--- src/rtl/esc_filt_pkg.sv ---
package esc_filt_pkg;
  localparam int unsigned CHAR_W   = 7;
  localparam int unsigned NUM_QUAL = 9;
  typedef logic [CHAR_W-1:0] chr_t;

  localparam chr_t ESC_CODE = 7'h1B;
  // codes whose function is suppressed after escape (escape handled apart)
  localparam chr_t QUAL_CODES [NUM_QUAL] = '{
    7'h18, 7'h13, 7'h11, 7'h0D, 7'h0C, 7'h0B, 7'h09, 7'h08, 7'h03
  };
endpackage

--- src/rtl/esc_code_decode.sv ---
module esc_code_decode
  import esc_filt_pkg::*;
(
  input  chr_t chr_i,
  output logic qual_o,
  output logic is_esc_o
);
  logic [NUM_QUAL-1:0] hit;

  for (genvar g = 0; g < NUM_QUAL; g++) begin : g_cmp
    assign hit[g] = (chr_i == QUAL_CODES[g]);
  end

  assign qual_o   = |hit;
  assign is_esc_o = (chr_i == ESC_CODE);
endmodule

--- src/rtl/esc_latch.sv ---
module esc_latch (
  input  logic clk_i,
  input  logic rst_ni,
  input  logic rx_mode_i,
  input  logic fire_i,
  input  logic is_esc_i,
  output logic esc_o
);
  logic esc_q;

  always_ff @(posedge clk_i or negedge rst_ni) begin
    if (!rst_ni)         esc_q <= 1'b0;
    else if (!rx_mode_i) esc_q <= 1'b0;
    else if (fire_i)     esc_q <= esc_q ? 1'b0 : is_esc_i;
  end

  assign esc_o = esc_q;

  p_esc_sets_r4: assert property (@(posedge clk_i) disable iff (!rst_ni)
    (fire_i && !esc_q && is_esc_i) |=> esc_q);
  p_esc_one_char_r6: assert property (@(posedge clk_i) disable iff (!rst_ni)
    (fire_i && esc_q) |=> !esc_q);
  p_rx_exit_clears_r9: assert property (@(posedge clk_i) disable iff (!rst_ni)
    !rx_mode_i |=> !esc_q);
  p_hold_r8: assert property (@(posedge clk_i) disable iff (!rst_ni)
    (rx_mode_i && !fire_i) |=> $stable(esc_q));
endmodule

--- src/rtl/esc_route.sv ---
module esc_route
  import esc_filt_pkg::*;
(
  input  logic clk_i,
  input  logic rst_ni,
  input  logic fire_i,
  input  logic esc_i,
  input  logic qual_i,
  input  logic is_esc_i,
  input  chr_t chr_i,
  output logic store_o,
  output chr_t store_chr_o,
  output logic exec_o,
  output chr_t exec_chr_o
);
  logic store_d, exec_d;
  chr_t chr_q;

  always_comb begin
    store_d = 1'b0;
    exec_d  = 1'b0;
    if (fire_i) begin
      if (esc_i)         store_d = 1'b1;
      else if (is_esc_i) store_d = 1'b0;
      else if (qual_i)   exec_d  = 1'b1;
      else               store_d = 1'b1;
    end
  end

  always_ff @(posedge clk_i or negedge rst_ni) begin
    if (!rst_ni) begin
      store_o <= 1'b0;
      exec_o  <= 1'b0;
      chr_q   <= '0;
    end else begin
      store_o <= store_d;
      exec_o  <= exec_d;
      if (fire_i) chr_q <= chr_i;
    end
  end

  assign store_chr_o = chr_q;
  assign exec_chr_o  = chr_q;

  p_excl_r10: assert property (@(posedge clk_i) disable iff (!rst_ni)
    !(store_o && exec_o));
  p_idle_r10: assert property (@(posedge clk_i) disable iff (!rst_ni)
    !fire_i |=> (!store_o && !exec_o));
  p_after_esc_store_r3: assert property (@(posedge clk_i) disable iff (!rst_ni)
    (fire_i && esc_i) |=> (store_o && !exec_o && store_chr_o == $past(chr_i)));
  p_qual_exec_r2: assert property (@(posedge clk_i) disable iff (!rst_ni)
    (fire_i && !esc_i && qual_i) |=> (exec_o && !store_o && exec_chr_o == $past(chr_i)));
  p_data_store_r7: assert property (@(posedge clk_i) disable iff (!rst_ni)
    (fire_i && !esc_i && !qual_i && !is_esc_i) |=> (store_o && !exec_o));
endmodule

--- src/rtl/esc_ctl_filter.sv ---
module esc_ctl_filter
  import esc_filt_pkg::*;
(
  input  logic              clk_i,
  input  logic              rst_ni,
  input  logic              rx_mode_i,
  input  logic              chr_vld_i,
  input  logic [CHAR_W-1:0] chr_i,
  output logic              store_o,
  output logic [CHAR_W-1:0] store_chr_o,
  output logic              exec_o,
  output logic [CHAR_W-1:0] exec_chr_o
);
  logic fire, qual, is_esc, esc_q;

  assign fire = rx_mode_i & chr_vld_i;

  esc_code_decode u_dec (
    .chr_i   (chr_i),
    .qual_o  (qual),
    .is_esc_o(is_esc)
  );

  esc_latch u_latch (
    .clk_i    (clk_i),
    .rst_ni   (rst_ni),
    .rx_mode_i(rx_mode_i),
    .fire_i   (fire),
    .is_esc_i (is_esc),
    .esc_o    (esc_q)
  );

  esc_route u_route (
    .clk_i      (clk_i),
    .rst_ni     (rst_ni),
    .fire_i     (fire),
    .esc_i      (esc_q),
    .qual_i     (qual),
    .is_esc_i   (is_esc),
    .chr_i      (chr_i),
    .store_o    (store_o),
    .store_chr_o(store_chr_o),
    .exec_o     (exec_o),
    .exec_chr_o (exec_chr_o)
  );

  p_esc_pair_r5: assert property (@(posedge clk_i) disable iff (!rst_ni)
    (fire && esc_q && is_esc) |=> (store_o && store_chr_o == ESC_CODE && !esc_q));
  p_lone_esc_quiet_r4: assert property (@(posedge clk_i) disable iff (!rst_ni)
    (fire && !esc_q && is_esc) |=> (!store_o && !exec_o));
endmodule

--- config.mk ---
export PLATFORM = sky130hd
export DESIGN_NAME = esc_ctl_filter
export DESIGN_NICKNAME = d
export VERILOG_FILES = /design/src/rtl/esc_filt_pkg.sv /design/src/rtl/esc_code_decode.sv /design/src/rtl/esc_latch.sv /design/src/rtl/esc_route.sv /design/src/rtl/esc_ctl_filter.sv
export SDC_FILE = /design/constraint.sdc
export NUM_CORES = 1
export LEC_CHECK = 0
export BUFFER_PORTS_ARGS = -buffer_cell sky130_fd_sc_hd__buf_2
export CORE_AREA = 2 2 39 41
export CTS_BUF_LIST = sky130_fd_sc_hd__clkbuf_8 sky130_fd_sc_hd__clkbuf_16
export CTS_CLUSTER_DIAMETER = 80
export DETAILED_ROUTE_END_ITERATION = 6
export DIE_AREA = 0 0 41 43
export PLACE_DENSITY_LB_ADDON = 0.3
export REMOVE_ABC_BUFFERS = 1
export SLEW_MARGIN = 20
export SYNTH_ARGS = -nofsm -noshare
export SYNTH_HDL_FRONTEND = slang
export SYNTH_SLANG_ARGS = --single-unit
--- constraint.sdc ---
create_clock -name clk_i -period 1.2 [get_ports clk_i]
set_input_delay 0 -clock clk_i [delete_from_list [all_inputs] [get_ports clk_i]]
set_output_delay 0 -clock clk_i [all_outputs]
set_load 0.05 [all_outputs]
Word level (Yosys, flattened, before mapping)
Index checks and enable logic that the tools add are counted.

storage, ports and cells
  register bits after elaboration = 10
  bits in latches = 0
  memory bits (writable) = 0
  memory bits (read-only) = 0
  output and inout bits = 16
  logic and storage cells = 28
  memories = 0

cells by class
  add/subtract/negate cells = 0
  multiply operators = 0
  div/mod/pow operators = 0
  order comparisons = 0
  eq/ne operators = 11
  shifts and indexed selects = 0
  muxes and demuxes = 11
  bitwise operators = 1
  reduce and logical (&&, ||, !) cells = 1

operators by type and width
  operator            count
  $eq 7x4->1 const B  5
  $eq 7x5->1 const B  4
  $mux 1              11
  $reduce_or 9->1     1
  $eq 7x2->1 const B  1
  $ne 2x1->1 const B  1
  $and 1x1->1         1

Longest topological paths before layout
  depth after elaboration = 6
  mapped depth = 4
  gate-level depth less buffers = 4

Hierarchy
Synthesis repeated with hierarchy kept, for this count alone.

second synthesis, totals
  cells, all modules = 39
  area, all modules = 525.5 µm²

by module, submodules not included
  module           times used  cells each  area an instance (µm²)  sequential area each (µm²)
  esc_route        1           27          417.9                   225.2
  esc_code_decode  1           7           56.3                    0.0
  esc_latch        1           4           45.0                    25.0
  esc_ctl_filter   1           1           6.3                     0.0

Worst setup path before layout
No wires, ideal clock.

  path kind = register -> register
  start = register, netlist name u_route.exec_chr_o[5]
  end = register u_route.chr_q[5], in the netlist u_route.exec_chr_o[5]
  data arrival time = 0.904 ns
  slack = 0.168 ns
  stages on the path, launching flop included = 2
  buffers on the path = 0
  clock period less this slack = 1.032 ns
  cell sequence = dfrtp_1 -> mux2_1

RTL lines
  item                  line             text
  end signal, assigned  esc_route.sv:38  if (fire_i) chr_q <= chr_i;
  end, declared         esc_route.sv:17  chr_t chr_q;

Worst setup path in the final report
  start = register u_latch.esc_q, in the netlist u_latch.esc_o
  end = register u_route.exec_o

on the way
  longest elaborated chain between the ends = 2

ends and longest elaborated chain
  item                    line             text
  start, declared         esc_latch.sv:9   logic esc_q;
  start signal, assigned  esc_latch.sv:14  else if (fire_i) esc_q <= esc_q ? 1'b0 : is_esc_i;
  $mux 1                  esc_route.sv:23  if (esc_i) store_d = 1'b1;
  $mux 1                  esc_route.sv:22  if (fire_i) begin
  via u_route.exec_d      esc_route.sv:16  logic store_d, exec_d;
  end signal, assigned    esc_route.sv:33  exec_o <= 1'b0;
  end signal, assigned    esc_route.sv:37  exec_o <= exec_d;
  end, declared           esc_route.sv:13  output logic exec_o,

The timed path passes the listed nets, and every way through them passes these cells.
A chain may end at the register's enable or synchronous reset.

==> impl_metrics.env <==
export IMPL_status="completed"
export IMPL_cts_resized=0
export IMPL_arrival_ps=1160
export IMPL_r2r_cells=2
export IMPL_slew_viol_final=0
export IMPL_syn_area_um2=517
export IMPL_drive_gt1_share_pct=59.1
export IMPL_synthDistinctLibCells=19
export IMPL_synth_edf_count=0
export IMPL_hold_path_end="u_route.exec_chr_o[5]"
export IMPL_core_mm2=0.00138
export IMPL_ys_seq_area_share_pct=48.4
export IMPL_min_period_ps=1030
export IMPL_cpPeakStageDelay_ps=400
export IMPL_wl_per_cell_um=11.5
export IMPL_finalSetupViolations=0
export IMPL_utilization_pct=48.1
export IMPL_wl_met1_um=421
export IMPL_worstSetupPathType="flip-flop to flip-flop"
export IMPL_cts_sinks=10
export IMPL_dp_hpwl_um=741
export IMPL_route_met2_wl_um=427
export IMPL_hold_class="primary input to flip-flop"
export IMPL_crit_required_ps=1330
export IMPL_p_leak_nw=0.318
export IMPL_whs_path_depth=2
export IMPL_syn_instance_count=43
export IMPL_timing_max_cap_violations=0
export IMPL_cts_max_level=1
export IMPL_worstSetupStartpointType="flip-flop"
export IMPL_syn_avg_cell_area_um2=12.0
export IMPL_wl_um=939
export IMPL_cts_setup_buffers=0
export IMPL_wl_met3_um=79
export IMPL_synth_top_area_share_pct=48.4
export IMPL_fmax_mhz=971
export IMPL_grt_pass1_wl_um=1490
export IMPL_antenna_cells=0
export IMPL_grt_use_total_pct=12.6
export IMPL_die_x_um=41
export IMPL_worst_slew_pin_slew_ps=370
export IMPL_synth_top_area_cell="dfrtp_1"
export IMPL_initial_utilization_pct=37.3
export IMPL_overflow=0
export IMPL_clockBufferDepth=2
export IMPL_min_period_over_period_pct=85.8
export IMPL_grt_pass1_vias=373
export IMPL_grt_max_degree=11
export IMPL_clk_latency_ps=230
export IMPL_cp_cell_sequence="or3_1, nor3_1"
export IMPL_dieArea_mm2=0.00176
export IMPL_cts_root_buf="clkbuf_8"
export IMPL_yosys_cell_count_top_type="dfrtp_1"
export IMPL_vias=392
export IMPL_nNetsFinal=79
export IMPL_synthFlopType="dfrtp_1"
export IMPL_powerDensity_mw_per_mm2=1750
export IMPL_crit_path_top_delay_cell="dfrtp_1"
export IMPL_cp_top_family="simple AND/OR/NAND/NOR gates"
export IMPL_crit_fanout=4
export IMPL_vdd_drop_max_v=0.000804
export IMPL_synth_area_leaders="dfrtp_1, mux2_2, buf_4"
export IMPL_synthArstFlopShare_pct=100
export IMPL_synthTopCellsByCount="dfrtp_1, buf_4, mux2_2"
export IMPL_path_buf_inv=0
export IMPL_drcViolationCount=0
export IMPL_clkTransAtPathRegs_ps=50
export IMPL_drtAntennaViolNets=0
export IMPL_skew_ps=2.99
export IMPL_whs_ps=5.40
export IMPL_synth_warnings=0
export IMPL_r2r_start="u_latch.esc_o"
export IMPL_maxUsedRoutingLayer="met4"
export IMPL_hold_buffers=1
export IMPL_rsz0062_at_grt="no"
export IMPL_reg2reg_to="u_route.exec_o"
export IMPL_min_delay_start="chr_i[5]"
export IMPL_ys_seq_elements=10
export IMPL_drt_initial_drc_count=1
export IMPL_antenna_found_initial=0
export IMPL_globalplace_congestion=0.637
export IMPL_ff2ff_setup_slack_ps=170
export IMPL_placementRows=14
export IMPL_cts_buffers=3
export IMPL_cts_tree="done"
export IMPL_end_kind="flip-flop"
export IMPL_routed_via_density=4.78
export IMPL_die_h_um=43
export IMPL_port_buffers=26
export IMPL_area_growth_pct=28.8
export IMPL_drt_pass1_iter_count=2
export IMPL_hold_viol=0
export IMPL_relSlewSlack_pct=75.3
export IMPL_top_level_ports=27
==> how the worst max path moves through the flow <==
stage	start	end	slack, ps	cells after the start
finish	u_latch.esc_o	u_route.exec_o	170	2
global route	u_latch.esc_o	u_route.exec_o	110	2
CTS	u_latch.esc_o	u_route.exec_o	180	2
detailed placement	chr_i[5]	u_route.store_o	180	5
global placement	chr_i[5]	u_route.store_o	190	5
floorplan	u_route.exec_chr_o[5]	u_route.exec_chr_o[5]	-90	1
==> state kept, by name, summed over array words and instances, names as in the netlist <==
signal and cells:
u_latch.esc_o 1, u_route.store_o 1, u_route.exec_chr_o 7, u_route.exec_o 1
==> report_power, final <==
group	total [mW]	switching [mW]	leakage, nW	internal, mW
sequential	0.397	0.0209	0.123	0.376
clock	0.330	0.112	0.0216	0.218
combinational	0.436	0.334	0.173	0.102
total	1.16	0.467	0.318	0.696
==> layout by cell type, fill, tap and decap left out <==
cell	instances
dlygate4sd3_1	1
nand2b_1	2
o31a_1	1
nand3b_1	1
clkbuf_8	3
buf_2	26
nand3_2	1
nor4_4	1
inv_1	1
a21boi_2	1
nor3_1	1
or2_4	1
or3_1	1
o32ai_1	1
nand2_1	3
mux2_2	6
dfrtp_1	10
or2_1	1
nor2_1	1
mux2_1	1
a21oi_1	2
==> kinds of logic after synthesis <==
kind of cell           after synthesis  synth area share, %
AO/OA/AOI/OAI                        5                 7.51
flip-flops                          10                 48.4
multiplexers                         7                 15.3
buffers and inverters                8                 10.9
AND/OR/NAND/NOR                     13                 17.9
==> layer usage <==
layer  GRT usage (%)  vias up
li1                -      190
met1            14.3      182
met2            19.7       18
met3            4.71        2
met4            6.00        0
met5               0        -
==> cell type report <==
| class | count | area [um^2] |
|---|---|---|
| repair buffers | 27 | 140 |
| flip-flops and latches | 10 | 250 |
| inverters | 1 | 3.75 |
| well taps | 16 | 20.0 |
| fillers | 139 | 718 |
| clock buffers | 3 | 41.3 |
| multi-input cells | 25 | 210 |
==> metrics by stage <==
step           total power [mW]  instance area (um^2)  setup TNS [ps]  instances  worst slack, ps
2_1_floorplan             0.723                   464            -448         36            -90.4
3_3_place_gp              0.834                   614               0         78              191
3_5_place_dp              0.839                   614               0         78              177
4_1_cts                    1.18                   666               0         82              179
5_1_grt                    1.23                   666               0         82              106
6_report                   1.16                   666               0         82              170
No activity file was read; power rests on OpenSTA's default activity.
